$ cat src/rtl/ipc_inbox_pkg.sv
package ipc_inbox_pkg;
  localparam logic [3:0] IdxId    = 4'd0;
  localparam logic [3:0] IdxLo    = 4'd1;
  localparam logic [3:0] IdxHi    = 4'd2;
  localparam logic [3:0] IdxTrig  = 4'd3;
  localparam logic [3:0] IdxClr   = 4'd4;
  localparam logic [3:0] IdxStat  = 4'd5;
  localparam logic [3:0] IdxIrq   = 4'd6;
  localparam logic [3:0] IdxMask  = 4'd7;

  typedef struct packed {
    logic wrId;
    logic wrLo;
    logic wrHi;
    logic trig;
    logic clrFlags;
    logic clrIrq;
    logic wrMask;
  } inboxStrobes_t;
endpackage

$ cat src/rtl/ipc_inbox_ctrl.sv
module ipc_inbox_ctrl
  import ipc_inbox_pkg::*;
#(
  parameter int AddrW = 6
) (
  input  logic             wrEn,
  input  logic [AddrW-1:0] addr,
  input  logic             wrBit0,
  output inboxStrobes_t    strb
);
  logic [3:0] wordIdx;
  assign wordIdx = 4'(addr[AddrW-1:2]);

  always_comb begin
    strb = '0;
    if (wrEn) begin
      unique case (wordIdx)
        IdxId:   strb.wrId     = 1'b1;
        IdxLo:   strb.wrLo     = 1'b1;
        IdxHi:   strb.wrHi     = 1'b1;
        IdxTrig: strb.trig     = wrBit0;
        IdxClr:  strb.clrFlags = 1'b1;
        IdxIrq:  strb.clrIrq   = wrBit0;
        IdxMask: strb.wrMask   = 1'b1;
        default: ;
      endcase
    end
  end
endmodule

$ cat src/rtl/ipc_inbox_dp.sv
module ipc_inbox_dp
  import ipc_inbox_pkg::*;
#(
  parameter int NCh   = 8,
  parameter int AddrW = 6,
  localparam int IdW  = (NCh > 1) ? $clog2(NCh) : 1,
  localparam int Lane = 8
) (
  input  logic             clk,
  input  logic             rstN,
  input  inboxStrobes_t    strb,
  input  logic [31:0]      wrData,
  input  logic [AddrW-1:0] addr,
  input  logic             fetchEn,
  input  logic [IdW-1:0]   fetchCh,
  output logic [31:0]      rdData,
  output logic [63:0]      fetchData,
  output logic [NCh-1:0]   busyV,
  output logic [NCh-1:0]   dlvV,
  output logic [NCh-1:0]   ovfV,
  output logic [IdW-1:0]   curId,
  output logic             irqPend
);
  logic [31:0]    loReg, hiReg;
  logic [31:0]    slotLo [NCh];
  logic [31:0]    slotHi [NCh];
  logic [2:0]     maskReg;
  logic [NCh-1:0] dlvSet, ovfSet, acceptV, fetchV;
  logic           fetchOk, irqEv;

  assign fetchOk = fetchEn && (int'(fetchCh) < NCh) && busyV[fetchCh];

  for (genvar c = 0; c < NCh; c++) begin : g_ch
    logic sel;
    assign sel        = strb.trig && (int'(curId) == c);
    assign acceptV[c] = sel && !busyV[c];
    assign ovfSet[c]  = sel && busyV[c];
    assign fetchV[c]  = fetchOk && (int'(fetchCh) == c);
    assign dlvSet[c]  = fetchV[c];

    always_ff @(posedge clk or negedge rstN) begin
      if (!rstN) begin
        slotLo[c] <= '0;
        slotHi[c] <= '0;
        busyV[c]  <= 1'b0;
        dlvV[c]   <= 1'b0;
        ovfV[c]   <= 1'b0;
      end else begin
        if (acceptV[c]) begin
          slotLo[c] <= loReg;
          slotHi[c] <= hiReg;
        end
        busyV[c] <= acceptV[c] | (busyV[c] & ~fetchV[c]);
        dlvV[c]  <= dlvSet[c] | (dlvV[c] & ~(strb.clrFlags & wrData[2*Lane+c]));
        ovfV[c]  <= ovfSet[c] | (ovfV[c] & ~(strb.clrFlags & wrData[Lane+c]));
      end
    end
  end

  assign irqEv = ((|dlvSet) && !maskReg[2]) || ((|ovfSet) && !maskReg[1]);

  always_ff @(posedge clk or negedge rstN) begin
    if (!rstN) begin
      loReg   <= '0;
      hiReg   <= '0;
      curId   <= '0;
      maskReg <= 3'b111;
      irqPend <= 1'b0;
    end else begin
      if (strb.wrLo)   loReg   <= wrData;
      if (strb.wrHi)   hiReg   <= wrData;
      if (strb.wrId)   curId   <= wrData[IdW-1:0];
      if (strb.wrMask) maskReg <= wrData[2:0];
      irqPend <= irqEv | (irqPend & ~strb.clrIrq);
    end
  end

  always_comb begin
    fetchData = '0;
    if (int'(fetchCh) < NCh) fetchData = {slotHi[fetchCh], slotLo[fetchCh]};
  end

  always_comb begin
    rdData = '0;
    unique case (4'(addr[AddrW-1:2]))
      IdxId:   rdData[IdW-1:0] = curId;
      IdxLo:   rdData = loReg;
      IdxHi:   rdData = hiReg;
      IdxStat: begin
        rdData[NCh-1:0]          = busyV;
        rdData[Lane+NCh-1:Lane]  = ovfV;
        rdData[2*Lane+NCh-1:2*Lane] = dlvV;
      end
      IdxIrq:  rdData[0]   = irqPend;
      IdxMask: rdData[2:0] = maskReg;
      default: ;
    endcase
  end
endmodule

$ cat src/rtl/ipc_send_inbox.sv
module ipc_send_inbox
  import ipc_inbox_pkg::*;
#(
  parameter int NCh   = 8,
  parameter int AddrW = 6,
  localparam int IdW  = (NCh > 1) ? $clog2(NCh) : 1
) (
  input  logic             clk,
  input  logic             rstN,
  input  logic             wrEn,
  input  logic [AddrW-1:0] addr,
  input  logic [31:0]      wrData,
  output logic [31:0]      rdData,
  input  logic             fetchEn,
  input  logic [IdW-1:0]   fetchCh,
  output logic [63:0]      fetchData,
  output logic [NCh-1:0]   pendMask,
  output logic             irq
);
  inboxStrobes_t  strb;
  logic [NCh-1:0] dlvV, ovfV;
  logic [IdW-1:0] curId;

  ipc_inbox_ctrl #(.AddrW(AddrW)) u_ctrl (
    .wrEn(wrEn), .addr(addr), .wrBit0(wrData[0]), .strb(strb)
  );

  ipc_inbox_dp #(.NCh(NCh), .AddrW(AddrW)) u_dp (
    .clk(clk), .rstN(rstN), .strb(strb), .wrData(wrData), .addr(addr),
    .fetchEn(fetchEn), .fetchCh(fetchCh), .rdData(rdData),
    .fetchData(fetchData), .busyV(pendMask), .dlvV(dlvV), .ovfV(ovfV),
    .curId(curId), .irqPend(irq)
  );
endmodule

$ cat config.mk
export PLATFORM = sky130hd
export DESIGN_NAME = ipc_send_inbox
export DESIGN_NICKNAME = d
export VERILOG_FILES = /design/src/rtl/ipc_inbox_pkg.sv /design/src/rtl/ipc_inbox_ctrl.sv /design/src/rtl/ipc_inbox_dp.sv /design/src/rtl/ipc_send_inbox.sv
export SDC_FILE = /design/constraint.sdc
export NUM_CORES = 1
export LEC_CHECK = 0
export BUFFER_PORTS_ARGS = -buffer_cell sky130_fd_sc_hd__buf_2
export CAP_MARGIN = 20
export CORE_ASPECT_RATIO = 1.5
export CORE_MARGIN = 3
export CORE_UTILIZATION = 61
export CTS_CLUSTER_SIZE = 14
export DETAILED_ROUTE_END_ITERATION = 8
export PLACE_DENSITY = 0.87
export SLEW_MARGIN = 15
export SYNTH_ARGS = -nofsm -noshare
export SYNTH_HDL_FRONTEND = slang
export SYNTH_SLANG_ARGS = --single-unit
$ cat constraint.sdc
create_clock -name clk -period 2.6 [get_ports clk]
set_clock_uncertainty 0.05 [all_clocks]
set_input_delay 0.26 -clock clk [delete_from_list [all_inputs] [get_ports clk]]
set_output_delay 0.26 -clock clk [all_outputs]
set_load 0.02 [all_outputs]
==> out/qor.txt, run 1 <==
Number of antenna violations at the first check in global routing - 6
Final Instance Count excl. Fillers - 2,503
CTS H-tree depth - 2
Highest fanout seen on the critical path - 15
Post-detailed-route count of antenna-violating nets - 0
Clock group share of total power - 37.9%
Full die area - 47,700 µm²
Number of register bits inferred by synthesis - 607
Max Fclk - 413 MHz
Sum of net half-perimeters after detailed placement - 40,700 µm
Critical Path Slowest Stage Cell - sky130_fd_sc_hd__dlygate4sd3_1
PD cells - 700 nW/µm²
Proportion of total power due to net switching - 25.5%
Final global-route overflow total - 0
Final setup fails - 0
Required time of the critical path - 3.01 ns
Initial standard-cell utilization of the core - 62.2%
Number of primary I/O pins - 150
Area of placed instances - 29,000 µm²
Post-Synthesis Mean Instance Area - 15.6 µm²
Number of cell rows - 94
Sink count of the clock tree - 607
Ordered list of cells on the worst path - dlygate4sd3_1 -> buf_2 -> and3_1 -> nand3b_1 -> nor4_2 -> buf_4 -> buf_12 -> mux2_2
Number of nets in the synthesized netlist - 1,806
Buffer depth of the longest clock path - 3
Number of different library cells in the post-synthesis netlist - 43
Initial DRT Pass Iterations - 5
Number of buffer cells added on primary ports - 147
Crit path kind - in -> reg
Drt via density - 6.41
Startpoint type of the worst setup path - input port
Signed area change from the synthesized netlist to the final layout - 13.4%
Die Ht - 266 µm
Number of maximum-capacitance constraint violations - 0
Layout cells sized above 1 - 56.4%
RD Place Congestion - 0.873
Total wire length - 65,800 µm
Tot GR Track Use - 28.3%
Total net switching power - 5.56 mW
Time the final worst path needs with I/O delays and setup - 2.42 ns
Post-synthesis cell area - 27,500 µm²
Type of element capturing the critical path - flip-flop
Fraction of power consumed by combinational cells - 10.4%
Clock tree from TritonCTS - built
Final Cycle Share - 93.2%
Post-CTS Setup Inserts - 0
First-pass GRT wire length - 104,000 µm
Placed cell count - 2,364
Async SR Flop Fraction - 100%
Fraction of power consumed by sequential logic - 51.7%
Type of the worst min-delay path - in -> reg
Internal Power - 16.3 mW
Synthesized netlist cell count - 1,761
Final worst hold slack - 0.0747 ns
Standby leakage power - 15.4 nW
Chip Width - 179 µm
Final net count - 1,923
Delay contributed by the slowest stage of the critical path - 0.55 ns
Result of the run - finished clean
Arrival time at the worst endpoint - 2.84 ns
Clock transition at the registers of the reported paths - 0.07 ns
Final Max Tran Viols - 0
Detailed-route DRC error count - 0
Setup repair after global routing missed its margin - false
DR WL/cell - 26.3 µm
Relative slew slack - 52.2%
Synth warn - 0
Vias - 16,000
Vias in the first global route - 17,800
Pin count of the biggest net entering global routing - 94
Max VDD drop - 0.587 mV
Number of enable-type register cells in the synthesized netlist - 0
Main flop type after synthesis - sky130_fd_sc_hd__dfrtp_1
Core area - 44,200 µm²
Post-route setup TNS - 0 ns
Clock latency on the worst-skew pair - 0.59 ns
Final count of hold timing violations - 0
Total CTS buffers - 55
Utilization after layout - 70.5%
Post-route cell area - 31,200 µm²
Transition at the pin with the smallest max-transition slack - 0.718 ns
Clk Tree Root Cell - sky130_fd_sc_hd__clkbuf_16
Part of the Yosys area used for sequential elements - 55.3%
First DRT Iteration DRCs - 1,166
==> cell usage in the layout, fill, tap and decap left out, drive strengths merged, types with 3 or more instances in the layout <==
cell         instances
dfstp                3
dfrtp              604
inv                  5
diode                4
nor2b                5
dlygate4sd3         33
mux2               647
mux2i                7
nor3                 7
buf                206
nand2               72
nand3b               3
clkinv               6
a32o                 8
clkbuf              94
nor2                10
nand2b               5
o21ai                6
nand3                7
a22oi               22
bufinv               3
nor3b                4
a21o                 3
a22o                11
mux4               131
==> state kept, by name, summed over array words and instances (netlist names) <==
name / cells
u_dp.busyV: 8
u_dp.curId: 3
u_dp.dlvV: 8
u_dp.hiReg: 32
u_dp.irqPend: 1
u_dp.loReg: 32
u_dp.maskReg: 3
u_dp.ovfV: 8
u_dp.slotHi: 256
u_dp.slotLo: 256
==> layer usage <==
layer	vias up	GRT usage, %	share of wire [%]	wire length [µm]
li1	6699	-	-	-
met1	8627	35.5	38	24900
met2	564	50.0	53	34800
met3	152	4.53	5.5	3590
met4	4	9.96	3.7	2460
met5	-	0	0.049	32
==> power by group through the flow <==
stage               Combinational, mW  Sequential, mW  Clock (mW)
floorplan                        1.94            10.7           0
global placement                 2.13            11.3           0
detailed placement               2.22            11.4           0
CTS                              2.29            11.3        8.38
global route                     2.44            11.4        8.76
finish                           2.27            11.3        8.27
==> stage by stage <==
step | power [mW] | setup slack, ns
6_report | 21.8 | 0.178
5_1_grt | 22.6 | 0.177
4_1_cts | 21.9 | 0.284
3_5_place_dp | 13.6 | 0.173
3_3_place_gp | 13.4 | 0.214
2_1_floorplan | 12.6 | 0.479
==> cells by family (layout without fill, tap and decap cells) <==
family | after synthesis | after routing | synth area share [%]
simple gates | 121 | 121 | 2.04
buf+inv | 185 | 347 | 3.39
mux | 785 | 785 | 37.5
flops | 607 | 607 | 55.3
other cells | 0 | 4 | 0
compound gates | 63 | 63 | 1.83
==> area by class of cell <==
class | count | area (µm²)
diodes | 4 | 10.0
clock buffers | 93 | 1740
clock inverters | 9 | 120
fillers | 2722 | 13000
inverters | 5 | 18.8
multi-input cells | 969 | 11400
flip-flops and latches | 607 | 15200
well taps | 576 | 721
repair buffers | 240 | 1940
==> final timing paths <==
| path | slack (ns) | start | depth (start not counted) | endpoint |
|---|---|---|---|---|
| worst min register to register | 0.44 | u_dp.dlvV[2]$_DFF_PN0_ | 1 | u_dp.dlvV[2]$_DFF_PN0_ |
| worst max register to register | 0.29 | u_dp.curId[2]$_DFFE_PN0P_ | 5 | u_dp.slotLo[229]$_DFFE_PN0P_ |
| worst max-delay path | 0.18 | wrData[0] | 8 | u_dp.slotLo[229]$_DFFE_PN0P_ |
| min in group asynchronous | 0.16 | rstN | 2 | u_dp.slotHi[22]$_DFFE_PN0P_ |
| worst min-delay path | 0.07 | fetchEn | 3 | u_dp.dlvV[7]$_DFF_PN0_ |
| max in group asynchronous | 1.39 | rstN | 3 | u_dp.slotLo[138]$_DFFE_PN0P_ |
==> critical path: cells and delay by family <==
family | cells | cell delay [ns]
buffers and inverters | 4 | 1.19
muxes | 1 | 0.36
and+or+nand+nor | 3 | 1.00
==> synthesized netlist by cell type (2+ instances only) <==
| library cell | instances | area share, % |
|---|---|---|
| sky130_fd_sc_hd__a21bo_2 | 2 | 0.073 |
| sky130_fd_sc_hd__a21o_1 | 3 | 0.082 |
| sky130_fd_sc_hd__a22o_1 | 11 | 0.35 |
| sky130_fd_sc_hd__a22oi_1 | 22 | 0.60 |
| sky130_fd_sc_hd__a2bb2oi_1 | 2 | 0.064 |
| sky130_fd_sc_hd__a32o_1 | 8 | 0.29 |
| sky130_fd_sc_hd__and3_1 | 2 | 0.045 |
| sky130_fd_sc_hd__buf_1 | 51 | 0.70 |
| sky130_fd_sc_hd__buf_2 | 44 | 0.80 |
| sky130_fd_sc_hd__buf_4 | 14 | 0.38 |
| sky130_fd_sc_hd__buf_6 | 17 | 0.70 |
| sky130_fd_sc_hd__clkbuf_1 | 52 | 0.71 |
| sky130_fd_sc_hd__clkbuf_2 | 2 | 0.036 |
| sky130_fd_sc_hd__dfrtp_1 | 604 | 55 |
| sky130_fd_sc_hd__dfstp_2 | 3 | 0.29 |
| sky130_fd_sc_hd__inv_1 | 5 | 0.068 |
| sky130_fd_sc_hd__mux2_1 | 2 | 0.082 |
| sky130_fd_sc_hd__mux2_2 | 645 | 26 |
| sky130_fd_sc_hd__mux2i_1 | 7 | 0.25 |
| sky130_fd_sc_hd__mux4_2 | 131 | 11 |
| sky130_fd_sc_hd__nand2_1 | 72 | 0.98 |
| sky130_fd_sc_hd__nand2b_1 | 5 | 0.11 |
| sky130_fd_sc_hd__nand3_1 | 7 | 0.13 |
| sky130_fd_sc_hd__nand3b_1 | 3 | 0.082 |
| sky130_fd_sc_hd__nor2_1 | 10 | 0.14 |
| sky130_fd_sc_hd__nor2b_1 | 5 | 0.11 |
| sky130_fd_sc_hd__nor3_1 | 7 | 0.13 |
| sky130_fd_sc_hd__nor3b_1 | 2 | 0.055 |
| sky130_fd_sc_hd__o21ai_0 | 6 | 0.11 |
| sky130_fd_sc_hd__o22a_1 | 2 | 0.064 |
| sky130_fd_sc_hd__o2bb2ai_1 | 2 | 0.064 |
| sky130_fd_sc_hd__or3_1 | 2 | 0.045 |
==> timing repair <==
| action | in CTS | in global routing |
|---|---|---|
| hold endpoints to repair | 142 | 0 |
| hold buffers | 33 | 0 |
| gates resized for setup | 0 | 0 |
(Power assumes the default switching activity.)
==> run 2, diff against run 1 <==
SETUP_SLACK_MARGIN = 0.2   (was unset)
==> out/qor.txt, run 2 (synthesized netlist as in run 1, its figures left out) <==
First DRT Iteration DRCs - 1,228
Final Max Tran Viols - 0
Final Instance Count excl. Fillers - 2,503
Clk Tree Root Cell - sky130_fd_sc_hd__clkbuf_16
Post-CTS Setup Inserts - 0
Max VDD drop - 0.588 mV
WL met3 - 3590 µm
RD Place Congestion - 0.873
Post-route cell area - 31,200 µm²
Standby leakage power - 15.4 nW
Crit path kind - in -> reg
Fraction of power consumed by sequential logic - 51.7%
Number of cell rows - 94
Area of placed instances - 29,000 µm²
Sum of net half-perimeters after detailed placement - 40,700 µm
Placed cell count - 2,364
Clock transition at the registers of the reported paths - 0.07 ns
Metal2 WL - 34,900 µm
Most used cells in the layout excluding fill and tap cells - sky130_fd_sc_hd__mux2_2, sky130_fd_sc_hd__dfrtp_1, sky130_fd_sc_hd__buf_2, sky130_fd_sc_hd__mux4_2, sky130_fd_sc_hd__nand2_1
Buffer depth of the longest clock path - 3
Final setup fails - 0
Result of the run - finished clean
Final global-route overflow total - 0
Die Ht - 266 µm
Core area - 44,200 µm²
Total CTS buffers - 55
Tot GR Track Use - 28.3%
Final Cycle Share - 90.6%
Signed area change from the synthesized netlist to the final layout - 13.4%
Vias - 16,100
Final net count - 1,923
Number of primary I/O pins - 150
Clock tree from TritonCTS - built
First-pass GRT wire length - 104,000 µm
Layout cells sized above 1 - 56.4%
Clock group share of total power - 37.9%
Drt via density - 6.45
Initial DRT Pass Iterations - 5
Top Registers - u_dp.slotHi: 256 flops, u_dp.slotLo: 256 flops
Setup repair after global routing missed its margin - false
Sink count of the clock tree - 607
Transition at the pin with the smallest max-transition slack - 0.704 ns
Chip Width - 179 µm
Required time of the critical path - 3.01 ns
Number of buffer cells added on primary ports - 147
Time the final worst path needs with I/O delays and setup - 2.36 ns
Post-route setup TNS - 0 ns
Utilization after layout - 70.5%
Max Fclk - 424 MHz
Most common library cell in the layout ignoring fill and taps - sky130_fd_sc_hd__mux2_2
Number of maximum-capacitance constraint violations - 0
Fraction of power consumed by combinational cells - 10.4%
CTS H-tree depth - 2
Vias in the first global route - 17,800
Clock latency on the worst-skew pair - 0.59 ns
Full die area - 47,700 µm²
Total wire length - 66,100 µm
Startpoint type of the worst setup path - input port
Pin count of the biggest net entering global routing - 94
Topmost layer with routed signal wires - met5
Final count of hold timing violations - 0
Proportion of total power due to net switching - 25.5%
Highest fanout seen on the critical path - 34
Relative slew slack - 53.1%
PD cells - 701 nW/µm²
Detailed-route DRC error count - 0
Number of antenna violations at the first check in global routing - 6
Type of element capturing the critical path - flip-flop
Internal Power - 16.3 mW
Type of the worst min-delay path - in -> reg
Total net switching power - 5.58 mW
Power Total - 21.9 mW
Arrival time at the worst endpoint - 2.77 ns
Routed length on met1 - 25,100 µm
Initial standard-cell utilization of the core - 62.2%
Post-detailed-route count of antenna-violating nets - 0
DR WL/cell - 26.4 µm
-- run 2: cell count changes in the layout (fill, tap and decap cells not counted) --
cell                     delta
sky130_fd_sc_hd__nor4_4     +1
sky130_fd_sc_hd__nor4_2     -1
-- run 2: worst max-delay path, stage by stage --
cell	delay, ns
sky130_fd_sc_hd__dlygate4sd3_1	0.55
sky130_fd_sc_hd__buf_2	0.19
sky130_fd_sc_hd__and3_1	0.26
sky130_fd_sc_hd__nand3b_1	0.27
sky130_fd_sc_hd__nor3b_2	0.49
sky130_fd_sc_hd__buf_12	0.33
sky130_fd_sc_hd__mux2_2	0.38
-- run 2: layer usage --
layer  GRT usage, %  vias to the layer above
met2           50.0                      565
li1               -                     6701
met1           35.5                     8708
met5              0                        -
met4           9.96                        4
met3           4.53                      161
-- run 2: final timing paths --
| kind | from | endpoint | slack [ns] | depth (start not counted) |
|---|---|---|---|---|
| max | wrData[0] | u_dp.slotLo[138]$_DFFE_PN0P_ | 0.24 | 7 |
| min | fetchEn | u_dp.dlvV[7]$_DFF_PN0_ | 0.07 | 3 |
| max reg2reg | u_dp.curId[2]$_DFFE_PN0P_ | u_dp.slotLo[138]$_DFFE_PN0P_ | 0.35 | 4 |
| min reg2reg | u_dp.dlvV[2]$_DFF_PN0_ | u_dp.dlvV[2]$_DFF_PN0_ | 0.44 | 1 |
| max in group asynchronous | rstN | u_dp.slotLo[138]$_DFFE_PN0P_ | 1.39 | 3 |
| min in group asynchronous | rstN | u_dp.slotHi[22]$_DFFE_PN0P_ | 0.15 | 2 |
-- run 2: final cells by class --
| cell class | instances | area (µm²) |
|---|---|---|
| Clock buffer | 93 | 1740 |
| Sequential cell | 607 | 15200 |
| Tap cell | 576 | 721 |
| Timing Repair Buffer | 240 | 1940 |
| Inverter | 5 | 18.8 |
| Fill cell | 2712 | 13000 |
| Antenna cell | 4 | 10.0 |
| Multi-Input combinational cell | 969 | 11400 |
| Clock inverter | 9 | 120 |
-- run 2: timing repair --
item / CTS / global route
hold buffers: 33 / 0
gates resized for setup: 0 / 1
setup endpoints to repair: 0 / 15
endpoints found under the hold margin: 142 / 0
-- run 2: through the flow --
stage	setup WS, ns	hold WS [ns]
after global placement	0.214	0.180
after floorplan	0.479	-0.0856
after global routing	0.202	0.0769
after CTS	0.284	0.0326
after detailed placement	0.173	0.179
final	0.243	0.0704
-- run 2: power by group through the flow --
stage	combinational, mW	sequential, mW	clock [mW]
3_3_place_gp	2.13	11.3	0
5_1_grt	2.45	11.4	8.76
2_1_floorplan	1.94	10.7	0
3_5_place_dp	2.22	11.4	0
4_1_cts	2.29	11.3	8.38
6_report	2.28	11.3	8.28
